`config.mk`:
```
export PLATFORM = sky130hd
export DESIGN_NAME = addsub_unit
export DESIGN_NICKNAME = d
export VERILOG_FILES = /design/src/rtl/addsub_pkg.sv /design/src/rtl/addsub_full_adder.sv /design/src/rtl/addsub_operand.sv /design/src/rtl/addsub_ripple.sv /design/src/rtl/addsub_flags.sv /design/src/rtl/addsub_carry_reg.sv /design/src/rtl/addsub_unit.sv
export SDC_FILE = /design/constraint.sdc
export NUM_CORES = 1
export LEC_CHECK = 0
export ABC_AREA = 1
export BUFFER_PORTS_ARGS = -buffer_cell sky130_fd_sc_hd__buf_4
export CAP_MARGIN = 20
export CELL_PAD_IN_SITES_DETAIL_PLACEMENT = 1
export CELL_PAD_IN_SITES_GLOBAL_PLACEMENT = 1
export CORE_MARGIN = 2
export CORE_UTILIZATION = 25
export CTS_CLUSTER_SIZE = 30
export DETAILED_ROUTE_END_ITERATION = 6
export PLACE_DENSITY_LB_ADDON = 0.12
export SYNTH_ARGS = -nofsm -noshare
export SYNTH_HDL_FRONTEND = slang
export SYNTH_SLANG_ARGS = --single-unit
```
`constraint.sdc`:
```
create_clock -name clk -period 8.15 [get_ports clk]
set_input_delay 0.815 -clock clk [delete_from_list [all_inputs] [get_ports clk]]
set_output_delay 0.815 -clock clk [all_outputs]
set_load 0.05 [all_outputs]
```
`src/rtl/addsub_pkg.sv`:
```
package addsub_pkg;

    typedef enum logic {
        OP_ADD = 1'b0,
        OP_SUB = 1'b1
    } addsub_op_e;

    typedef struct packed {
        logic carry;
        logic s;
    } half_sum_t;

    typedef struct packed {
        logic carry;
        logic uns_ovf;
        logic sgn_ovf;
        logic neg;
        logic zero;
    } addsub_flags_t;

    function automatic half_sum_t half_add(input logic x, input logic y);
        half_sum_t r;
        r.s     = x ^ y;
        r.carry = x & y;
        return r;
    endfunction

endpackage

```
`src/rtl/addsub_full_adder.sv`:
```
module addsub_full_adder
    import addsub_pkg::*;
(
    input  logic x,
    input  logic y,
    input  logic cin,
    output logic s,
    output logic cout
);
    half_sum_t first;
    half_sum_t second;

    always_comb begin
        first  = half_add(x, y);
        second = half_add(first.s, cin);
        s      = second.s;
        cout   = first.carry | second.carry;
    end
endmodule

```
`src/rtl/addsub_operand.sv`:
```
module addsub_operand
    import addsub_pkg::*;
#(
    parameter int WIDTH = 16
) (
    input  addsub_op_e        op,
    input  logic              use_carry,
    input  logic              stored_carry,
    input  logic [WIDTH-1:0]  b_in,
    output logic [WIDTH-1:0]  b_eff,
    output logic              low_cin
);
    logic [WIDTH-1:0] inv_mask;

    assign inv_mask = {WIDTH{op == OP_SUB}};

    always_comb begin
        b_eff = b_in ^ inv_mask;
        if (use_carry) begin
            low_cin = stored_carry;
        end else begin
            low_cin = (op == OP_SUB);
        end
    end
endmodule

```
`src/rtl/addsub_ripple.sv`:
```
module addsub_ripple #(
    parameter int WIDTH = 16
) (
    input  logic [WIDTH-1:0] x,
    input  logic [WIDTH-1:0] y,
    input  logic             cin,
    output logic [WIDTH-1:0] s,
    output logic             cout
);
    logic [WIDTH:0] chain;

    assign chain[0] = cin;

    for (genvar i = 0; i < WIDTH; i++) begin : g_bit
        addsub_full_adder u_fa (
            .x    (x[i]),
            .y    (y[i]),
            .cin  (chain[i]),
            .s    (s[i]),
            .cout (chain[i+1])
        );
    end

    assign cout = chain[WIDTH];

    // chain output agrees with arithmetic sum of its inputs
    always_comb begin
        p_ripple_sum_r1: assert ({cout, s} == ({1'b0, x} + {1'b0, y} + {{WIDTH{1'b0}}, cin}));
    end
endmodule

```
`src/rtl/addsub_flags.sv`:
```
module addsub_flags
    import addsub_pkg::*;
#(
    parameter int WIDTH = 16
) (
    input  addsub_op_e       op,
    input  logic             a_top,
    input  logic             b_top,
    input  logic [WIDTH-1:0] sum,
    input  logic             cout,
    output addsub_flags_t    flags
);
    localparam int MSB = WIDTH - 1;

    always_comb begin
        flags.carry   = cout;
        flags.uns_ovf = (op == OP_SUB) ? ~cout : cout;
        flags.sgn_ovf = (a_top == b_top) && (sum[MSB] != a_top);
        flags.neg     = sum[MSB];
        flags.zero    = ~|sum;
    end
endmodule

```
`src/rtl/addsub_carry_reg.sv`:
```
module addsub_carry_reg (
    input  logic clk,
    input  logic rst,
    input  logic load,
    input  logic d,
    output logic q
);
    always_ff @(posedge clk) begin
        if (rst) begin
            q <= 1'b0;
        end else if (load) begin
            q <= d;
        end
    end

    p_flag_reset_r8: assert property (@(posedge clk) rst |=> (q == 1'b0));
    p_flag_hold_r7: assert property (@(posedge clk) disable iff (rst)
        !load |=> (q == $past(q)));
    p_flag_load_r7: assert property (@(posedge clk) disable iff (rst)
        load |=> (q == $past(d)));
endmodule

```
`src/rtl/addsub_unit.sv`:
```
module addsub_unit
    import addsub_pkg::*;
#(
    parameter int WIDTH = 16
) (
    input  logic             clk,
    input  logic             rst,
    input  logic             op,
    input  logic             use_carry,
    input  logic             set_carry,
    input  logic [WIDTH-1:0] a,
    input  logic [WIDTH-1:0] b,
    output logic [WIDTH-1:0] result,
    output logic             carry_out,
    output logic             uns_ovf,
    output logic             sgn_ovf,
    output logic             negative,
    output logic             zero,
    output logic             carry_flag
);
    localparam int MSB = WIDTH - 1;

    addsub_op_e       op_sel;
    logic [WIDTH-1:0] b_eff;
    logic             low_cin;
    logic [WIDTH-1:0] sum;
    logic             cout;
    logic             stored;
    addsub_flags_t    flg;

    assign op_sel = addsub_op_e'(op);

    addsub_operand #(.WIDTH(WIDTH)) u_operand (
        .op           (op_sel),
        .use_carry    (use_carry),
        .stored_carry (stored),
        .b_in         (b),
        .b_eff        (b_eff),
        .low_cin      (low_cin)
    );

    addsub_ripple #(.WIDTH(WIDTH)) u_ripple (
        .x    (a),
        .y    (b_eff),
        .cin  (low_cin),
        .s    (sum),
        .cout (cout)
    );

    addsub_flags #(.WIDTH(WIDTH)) u_flags (
        .op    (op_sel),
        .a_top (a[MSB]),
        .b_top (b_eff[MSB]),
        .sum   (sum),
        .cout  (cout),
        .flags (flg)
    );

    addsub_carry_reg u_carry (
        .clk  (clk),
        .rst  (rst),
        .load (set_carry),
        .d    (flg.carry),
        .q    (stored)
    );

    assign result     = sum;
    assign carry_out  = flg.carry;
    assign uns_ovf    = flg.uns_ovf;
    assign sgn_ovf    = flg.sgn_ovf;
    assign negative   = flg.neg;
    assign zero       = flg.zero;
    assign carry_flag = stored;

    p_sovf_sign_r4: assert property (@(posedge clk) disable iff (rst)
        sgn_ovf |-> (result[MSB] != a[MSB]));
    p_mixed_no_ovf_r4: assert property (@(posedge clk) disable iff (rst)
        (!op && (a[MSB] != b[MSB])) |-> !sgn_ovf);
    p_zero_neg_r5: assert property (@(posedge clk) disable iff (rst)
        zero |-> !negative);
    p_sub_borrow_r3: assert property (@(posedge clk) disable iff (rst)
        op |-> (uns_ovf != carry_out));
endmodule

```
; ---- Yosys cells after proc, flatten, opt, wreduce, memory -nomap -nowiden
; Index checks and enable logic that the tools add are counted.
[totals]
memories = 0
ff_bits = 1
latchBits = 0
ramBits = 0
word_cells = 90
mem_bits_ro = 0
[classes]
n_shift = 0
n_div = 0
n_reduce_logical = 3
n_bitwise = 82
mux = 2
n_mul = 0
order_cmp = 0
add_sub_neg = 0
n_eq_ne = 2
[ops]
columns = operator, n
row1 = 1-bit bitwise AND, 32
row2 = 1-bit bitwise XOR, 32
row3 = 1-bit OR, 16
row4 = 16-bit OR reduction, 1
row5 = 16-bit bitwise XOR, 1
row6 = 1-bit 2-to-1 mux, 2
row7 = 1-bit equality test, 1
row8 = 1-bit logical AND, 1
row9 = 1-bit zero test, 1
row10 = 1-bit inequality test, 1
row11 = 1-bit inverter, 1

; ---- Longest topological paths before layout
; Gate-level depths: netlist of the first run.
[depth]
ltp_word = 36
depth_mapped = 23

; ---- Modules after synthesis
; Synthesis of the first run repeated with hierarchy kept, for this count alone.
[hier_totals]
cells_unflattened = 129
area_unflattened_um2 = 818.3
[by_module_without_submodules]
columns = mod, instances, area_per_inst_um2, seq_area_each_um2, cells_per_inst
row1 = addsub_full_adder, 16, 20.0, 0.0, 1
row2 = addsub_operand, 1, 304.0, 0.0, 72
row3 = addsub_flags, 1, 148.9, 0.0, 34
row4 = addsub_carry_reg, 1, 45.0, 20.0, 7

; ---- Worst setup path before layout of the first run
; OpenSTA, ideal clock, no wires.
[synth_timing]
path_kind = input to output
from = input op
to = output sgn_ovf
slack_ns = -1.569
stages = 22
path_buffers = 2
required_time_ns = 7.335
arrival_time_ns = 8.904
path_cell_list = buf_6 -> buf_12 -> xnor2_1 -> fa_1 -> fa_1 -> fa_1 -> fa_1 -> fa_1 -> fa_1 -> fa_1 -> fa_1 -> fa_1 -> fa_1 -> fa_1 -> fa_1 -> fa_1 -> fa_1 -> fa_1 -> fa_1 -> inv_1 -> nor2_1 -> nor3_1
[synth_between]
elab_chain_cells = 35
elab_cells_between_ends = 67
classes_between = 2 x eq/ne / 1 x mux / 63 x bitwise / 1 x reduce/logical
[synth_rtl]
columns = item, line_no
row1 = start: declaration, addsub_unit.sv:8  ; input logic op,
row2 = 16-bit bitwise XOR, addsub_operand.sv:18  ; b_eff = b_in ^ inv_mask;
row3 = 1-bit bitwise XOR, addsub_pkg.sv:23  ; r.s = x ^ y;
row4 = 1-bit bitwise AND, addsub_pkg.sv:24  ; r.carry = x & y;
row5 = 1-bit OR, addsub_full_adder.sv:17  ; cout = first.carry | second.carry;
row6 = 1-bit bitwise AND, addsub_pkg.sv:24
row7 = 1-bit OR, addsub_full_adder.sv:17
row8 = 1-bit bitwise AND, addsub_pkg.sv:24
row9 = 1-bit OR, addsub_full_adder.sv:17
row10 = [20 not listed], --
row11 = 1-bit bitwise AND, addsub_pkg.sv:24
row12 = 1-bit OR, addsub_full_adder.sv:17
row13 = 1-bit bitwise AND, addsub_pkg.sv:24
row14 = 1-bit OR, addsub_full_adder.sv:17
row15 = 1-bit bitwise XOR *, addsub_pkg.sv:23
row16 = via negative, addsub_unit.sv:17  ; output logic negative,
row17 = 1-bit inequality test *, addsub_flags.sv:18  ; flags.sgn_ovf = (a_top == b_top) && (sum[MSB] != a_top);
row18 = 1-bit logical AND *, addsub_flags.sv:18
row19 = end: declaration, addsub_unit.sv:16  ; output logic sgn_ovf,
; Mark *: on every way through the listed nets, which the timed path passes. The rest lies on a longest branch.

; ---- Final worst setup path of the first run
[layout_timing]
from = input use_carry
to = output sgn_ovf
[layout_between]
elab_chain_cells = 34
[layout_rtl]
columns = item, line_no
row1 = start: declaration, addsub_unit.sv:9  ; input logic use_carry,
row2 = 1-bit 2-to-1 mux, addsub_operand.sv:19  ; if (use_carry) begin
row3 = 1-bit bitwise AND, addsub_pkg.sv:24
row4 = 1-bit OR, addsub_full_adder.sv:17
row5 = 1-bit bitwise AND, addsub_pkg.sv:24
row6 = 1-bit OR, addsub_full_adder.sv:17
row7 = 1-bit bitwise AND, addsub_pkg.sv:24
row8 = 1-bit OR, addsub_full_adder.sv:17
row9 = 1-bit bitwise AND, addsub_pkg.sv:24
row10 = [18 not listed], --
row11 = 1-bit OR, addsub_full_adder.sv:17
row12 = 1-bit bitwise AND, addsub_pkg.sv:24
row13 = 1-bit OR, addsub_full_adder.sv:17
row14 = 1-bit bitwise AND, addsub_pkg.sv:24
row15 = 1-bit OR, addsub_full_adder.sv:17
row16 = 1-bit bitwise XOR, addsub_pkg.sv:23
row17 = 1-bit inequality test, addsub_flags.sv:18
row18 = 1-bit logical AND, addsub_flags.sv:18
; No other way between the ends.

==> results of run 1 <==
-- cells in the mapped netlist --
cell type and n:
o21bai_1 1, nor2_1 7, ha_1 1, buf_12 1, mux2i_1 1, xnor2_1 17
nand2_1 10, nor3_1 1, fa_1 16, dfxtp_1 1, a21oi_1 1, buf_6 1
inv_1 34, buf_4 16
-- layer usage --
| metal | GRT usage | up-vias |
|---|---|---|
| li1 | - | 364 |
| met1 | 0.140 | 353 |
| met2 | 0.226 | 25 |
| met3 | 0.0125 | 0 |
| met4 | 0 | 0 |
| met5 | 0 | - |
-- repair_timing --
item,CTS,global route
endpoints found under the setup margin,4,5
hold buffers,0,0
hold endpoints to repair,0,0
resized for setup,9,0
pin swaps,1,1
-- worst max-delay path by stage --
stage	startpoint	to	slack, ns	cells after the start
after global placement	op	sgn_ovf	-0.18	23
after floorplan	op	sgn_ovf	-0.34	22
after global routing	op	sgn_ovf	-0.25	23
after CTS	op	sgn_ovf	-0.16	23
after detailed placement	op	sgn_ovf	-0.20	23
final	use_carry	sgn_ovf	-0.07	23
-- worst max-delay path: cells and delay by family --
kind	cells	cell delay, ns
adder cells (fa/ha/maj)	16	5.74
buffers and inverters	4	0.51
AND/OR/NAND/NOR	2	0.21
multiplexers	1	0.14
-- through the flow --
step	area, µm²	utilization	TNS [ns]
floorplan	962	-	-0.980
global placement	1330	0.397	-0.587
detailed placement	1330	0.397	-0.648
CTS	1360	0.408	-0.528
global route	1360	0.408	-0.885
finish	1360	0.408	-0.113
-- power breakdown --
group          leakage, nW  internal [mW]  total [mW]  switching [mW]
Sequential         0.00832        0.00545     0.00574        0.000290
Combinational        0.681         0.0947       0.262           0.167
Clock                    0              0           0               0
Total                0.689          0.100       0.268           0.168
-- final cells by class --
cell class | count | area, µm²
fillers | 418 | 1980
multi-input cells | 55 | 656
repair buffers | 62 | 495
inverters | 34 | 131
well taps | 46 | 57.6
flip-flops and latches | 1 | 20.0
-- placed cells by master (no fill, tap or decap), drive strengths merged --
master	count
inv	33
o21bai	1
a21oi	1
dfxtp	1
clkinvlp	1
fa	16
xnor2	17
nand2	10
nor3	1
ha	1
mux2i	1
buf	62
nor2	7
-- logic make-up (layout without fill, tap and decap cells) --
kind of cell / after synthesis / in the layout / share of synthesized area
buf+inv: 52 / 96 / 0.320
simple gates: 18 / 18 / 0.0789
xor+xnor: 17 / 17 / 0.171
flops: 1 / 1 / 0.0230
mux: 1 / 1 / 0.0115
compound gates: 2 / 2 / 0.0143
fa+ha+maj: 17 / 17 / 0.382
==> reports/metrics.yaml, run 1 <==
detailed_routing:
  wl_met3_um: 125
  drt_iter0_drc: 2
  drt-total-wl_mm: 2.11
  vias: 742
  ant_nets: 0
  drcViolationCount: 0
  via_per_inst: 3.75
  wl_per_cell_um: 10.6
  routed.top_layer: "met3"
  first_pass_iters: 2
  wl_met1_um: 777
  dr_wl_met2_mm: 1.20
worst_setup_path:
  reg2regPathDepth: 18
  cp-start-kind: "input pin"
  crit_required_ns: 7.34
  critPathMaxStageDelay_ns: 0.47
  crit_chain: "buf_4 > mux2i_1 > fa_2 > fa_2 > fa_2 > fa_2 > fa_2 > fa_2 > fa_2 > fa_2 > fa_2 > fa_2 > fa_2 > fa_2 > fa_2 > fa_2 > fa_2 > fa_1 > buf_6 > clkinvlp_4 > nor2_4 > nor3_4 > buf_6"
  r2r_start: "u_carry.q$_SDFFE_PP0P_"
  cp.arrival_ns: 7.40
  critPathCaptureType: "output pin"
  critical_path_class: "input pin to output pin"
  cpMaxStageDelayCell: "fa_1"
  r2r-end: "u_carry.q$_SDFFE_PP0P_"
  path_max_fanout: 2
  crit_top_cell: "fa_2"
  r2r_slack_ns: 1.80
pwr:
  power.density_nw_per_um2: 197
  p_leak_nw: 0.689
  p_total_mw: 0.268
  peakVddDrop_mv: 0.0749
job:
  maxCapViolCount: 0
cells_and_area:
  largest_reg_flops: 1
  nets: 208
  reg.largest.list: "u_carry.q x1"
  final_layout_size_suffix_gt1_frac: 0.539
  antenna_cells: 0
  area_delta_synth_final_pct: 56.0
  layout.cells.non_filler: 198
  largest-register: "u_carry.q"
synthesis:
  synth_top_area_frac: 0.367
  yosysSeqAreaShare: 0.0230
  synthCells: 108
  syn_nets: 162
  synth_top_area_cell: "fa_1"
  postSynthAreaPerCell_um2: 8.07
  ys_seq_elements: 1
  synth_area_leaders: "fa_1, xnor2_1, inv_1"
  ys_types: 14
  synth.cell_area_um2: 872
  yosys_warnings: 0
timing:
  post-route-min-period_ns: 8.22
  hold_viol: 0
  fin_crit_sh: 1.01
  fmax_mhz: 122
  rsz0062_at_grt: "true"
  setup_violations: 4
  finClkSkew_ns: 0
  slew_violations: 0
  hold_slack_ns: 0.534
  timing.slew.headroom: 0.845
  worst_pin_slew_ns: 0.226
  postLayoutSetupSlackWorst_ns: -0.0690
clock_network:
  clock_latency_ns: 0
  post_cts_buffers: 0
  cts.clk_slew.worst_paths_ns: 0
grt:
  antenna_found_initial: 0
  groute.usage.overall: 0.115
  grt_pass1_vias: 859
  grt_pass1_wl_mm: 3.75
  grt_start_max_net_pins: 15
  grt_overflow_total: 0
worst_hold_path:
  worstHoldStart: "u_carry.q$_SDFFE_PP0P_"
  hold_class: "flip-flop to flip-flop"
  holdPathStages: 2
  hold_end: "u_carry.q$_SDFFE_PP0P_"
status:
  status: "complete, but fails checks"
  violations: "negative setup slack"
placement:
  hpwlAfterDp_mm: 1.98
  port_buffers: 58
  dpl.cell_count: 198
  pre_cts_slack_ns: -0.197
  finalWeightedCongestion: 0.697
floorplan:
  fp.dieArea_um2: 3980
  fp-row-count: 21
  die_h_um: 63.1
  ios: 59
  die_w_um: 63.1
  start_util: 0.261
  coreArea_um2: 3340
Power figures use the tool's default switching activity.
==> run 2, diff against run 1 <==
--- a/config.mk
+++ b/config.mk
@@ -11,10 +11,11 @@
 export CELL_PAD_IN_SITES_DETAIL_PLACEMENT = 1
 export CELL_PAD_IN_SITES_GLOBAL_PLACEMENT = 1
 export CORE_MARGIN = 2
-export CORE_UTILIZATION = 25
+export CORE_UTILIZATION = 23
 export CTS_CLUSTER_SIZE = 30
 export DETAILED_ROUTE_END_ITERATION = 6
 export PLACE_DENSITY_LB_ADDON = 0.12
 export SYNTH_ARGS = -nofsm -noshare
 export SYNTH_HDL_FRONTEND = slang
+export SYNTH_HIERARCHICAL = 1
 export SYNTH_SLANG_ARGS = --single-unit
==> run 2 against run 1 <==
The run still ends with negative setup slack left. Critical path depth grew 2. Via count up 23%. Power fell by 16%. Sequential power is 1% lower. Synthesized area decreased by 6.2%. Critical path type unchanged. Critical endpoint unchanged.
==> reports/metrics.yaml, run 2 <==
pwr:
  p_int_mw: 0.0809  # -19%
  pwr-share-seq: 0.025  # +0.004
  p_sw_frac: 0.639  # +0.0131
  p_sw_mw: 0.143  # -15%
  pwr-share-comb: 0.975  # -0.004
  clockPowerShare: 0  # unchanged
  power.density_nw_per_um2: 159  # -19%
  peakVddDrop_mv: 0.0730  # -2.6%
  p_leak_nw: 0.800  # +16%
  p_total_mw: 0.224  # -16%
timing:
  fin_crit_sh: 1.00  # -0.00620
  timing.slew.headroom: 0.880  # +0.0353
  slew_violations: 0  # unchanged
  rsz0062_at_grt: "true"
  postLayoutSetupSlackWorst_ns: -0.0185  # +0.0505 ns
  hold_viol: 0  # unchanged
  post-route-min-period_ns: 8.17  # -0.0505 ns
  setup_violations: 2  # -2
  worst_pin_slew_ns: 0.180  # -0.0465 ns
  finClkSkew_ns: 0  # unchanged
  fmax_mhz: 122  # +0.62%
  timing.setup.tns_ns: -0.0235  # +0.0899 ns
cells_and_area:
  nets: 241  # +16%
  layout_common_cells: "buf_4, nand2_1, inv_1"
  final_common_cell: "buf_4"
  final_layout_size_suffix_gt1_frac: 0.522  # -0.0180
  area_delta_synth_final_pct: 72.5
  largest_reg_flops: 1  # unchanged
  utilization: 0.416  # +0.00882
  reg.largest.list: "u_carry/q x1"
  design_area_um2: 1410  # +3.8%
  largest-register: "u_carry/q"
  antenna_cells: 0  # unchanged
detailed_routing:
  vias: 912  # +23%
  dr_wl_met2_mm: 1.32  # +9.7%
  ant_nets: 0  # unchanged
  drt_iter0_drc: 12  # +10
  drcViolationCount: 0  # unchanged
  wl_met1_um: 985  # +27%
  wl_per_cell_um: 10.7  # +0.13%
  drt-total-wl_mm: 2.47  # +17%
  via_per_inst: 3.93  # +4.9%
  first_pass_iters: 4  # +2
  wl_met3_um: 166  # +33%
  routed.top_layer: "met3"
synthesis:
  synth_area_leaders: "fa_1, nand2_1, inv_1"
  synth_top_area_cell: "fa_1"
  yosysSeqAreaShare: 0.0245  # +0.00151
  ys_seq_elements: 1  # unchanged
  post-synth-top-count-cell: "nand2_1"
  synth_edf_count: 0  # unchanged
  synth.cell_area_um2: 818  # -6.2%
  netlist_top_cells_count: "nand2_1, inv_1, fa_1"
  postSynthAreaPerCell_um2: 6.34  # -21%
  syn_nets: 182  # +12%
  synth_top_area_frac: 0.391  # +0.0241
  ys_types: 14  # unchanged
  synthArstFlopShare: 0  # unchanged
  yosys_warnings: 6  # +6
  synth-main-ff-cell: "dfxtp_1"
  synthCells: 129  # +19%
floorplan:
  ios: 59  # unchanged
  die_h_um: 63.6  # +0.93%
  fp.dieArea_um2: 4050  # +1.9%
  start_util: 0.241  # -0.0199
  die_w_um: 63.6  # +0.93%
  coreArea_um2: 3390  # +1.6%
  fp-row-count: 21  # unchanged
placement:
  hpwlAfterDp_mm: 2.29  # +15%
  finalWeightedCongestion: 0.719  # +3.2%
  port_buffers: 58  # unchanged
  place_area_um2: 1360  # +2.8%
status:
  violations: "negative setup slack"
  status: "complete, but fails checks"
worst_setup_path:
  crit_required_ns: 7.34  # about the same
  critPathCaptureType: "output pin"
  path_max_fanout: 5  # +3
  critical_path_class: "input pin to output pin"
  cpMaxStageDelayCell: "fa_2"
  reg2regPathDepth: 22  # +4
  r2r_start: "u_carry/q$_SDFFE_PP0P_"
  crit_top_cell: "fa_2"
  cp-start-kind: "input pin"
  r2r-end: "u_carry/q$_SDFFE_PP0P_"
  cp.arrival_ns: 7.35  # -0.05 ns
  r2r_slack_ns: 1.78  # -0.02 ns
  critPathMaxStageDelay_ns: 0.55  # +0.08 ns
grt:
  grt_pass1_wl_mm: 4.22  # +13%
  grt_pass1_vias: 974  # +13%
  grt_start_max_net_pins: 16  # +1
  groute.usage.overall: 0.125  # +0.0102
  grt_overflow_total: 0  # unchanged
  antenna_found_initial: 0  # unchanged
clock_network:
  clock_latency_ns: 0  # unchanged
  cts_hold_buf: 0  # unchanged
  post_cts_buffers: 0  # unchanged
  cts.clk_slew.worst_paths_ns: 0  # unchanged
worst_hold_path:
  holdPathStages: 2  # unchanged
  hold_class: "flip-flop to flip-flop"
  worstHoldStart: "u_carry/q$_SDFFE_PP0P_"
  hold_end: "u_carry/q$_SDFFE_PP0P_"
job:
  maxCapViolCount: 0  # unchanged
[run 2: cell types whose count changed after synthesis, moves of 2 or more]
cell and delta:
inv_2 +2, inv_1 -5, nor2_2 +3, nand2_1 +49, nand2_2 +3, buf_4 -13, xnor2_1 -17
[run 2: power by group through the flow]
stage | clock network [mW] | registers, mW | logic, mW
2_1_floorplan | 0 | 0.00708 | 0.167
3_3_place_gp | 0 | 0.00569 | 0.214
3_5_place_dp | 0 | 0.00570 | 0.217
4_1_cts | 0 | 0.00570 | 0.219
5_1_grt | 0 | 0.00576 | 0.235
6_report | 0 | 0.00568 | 0.218
[run 2: logic make-up (layout without fill, tap and decap cells)]
kind of cell,count (synthesis),in the layout,share of synthesized area
DFF,1,1,0.0245
buffers and inverters,37,94,0.211
adders and majority gates,16,16,0.391
AOI/OAI and AO/OA,1,1,0.00611
and+or+nand+nor,73,73,0.356
xor gates and xnor gates,1,1,0.0107
[run 2: how the worst max path moves through the flow]
| stage | start | endpoint | slack, ns |
|---|---|---|---|
| after floorplan | op | sgn_ovf | -0.13 |
| after global placement | op | sgn_ovf | -0.04 |
| after detailed placement | op | sgn_ovf | -0.12 |
| after CTS | op | sgn_ovf | -0.04 |
| after global routing | op | sgn_ovf | -0.19 |
| final | op | sgn_ovf | -0.02 |
[run 2: through the flow]
stage	instances	hold slack, ns	setup slack, ns
2_1_floorplan	129	0.742	-0.132
3_3_place_gp	232	0.502	-0.0409
3_5_place_dp	232	0.512	-0.122
4_1_cts	232	0.513	-0.0425
5_1_grt	232	0.562	-0.189
6_report	232	0.503	-0.0185
[run 2: area by class of cell]
class / instances / area, µm²
Sequential cell: 1 / 20.0
Tap cell: 46 / 57.6
Multi-Input combinational cell: 91 / 717
Timing Repair Buffer: 62 / 489
Fill cell: 425 / 1980
Inverter: 32 / 128
[run 2: worst max-delay path, delay by kind of cell]
kind / cells / cell delay [ns]
adders and majority gates: 16 / 5.81
AOI/OAI and AO/OA: 1 / 0.12
and+or+nand+nor: 4 / 0.24
buffers and inverters: 4 / 0.35
[run 2: what timing repair did]
item | CTS | global route
endpoints found under the hold margin | 0 | 0
setup endpoints to repair | 2 | 2
gates resized for setup | 4 | 10
pin swaps | 2 | 4
[run 2: routing by layer]
layer | track usage | up-vias
met2 | 0.230 | 32
met5 | 0 | -
met1 | 0.166 | 414
met4 | 0 | 0
met3 | 0.0143 | 0
li1 | - | 466
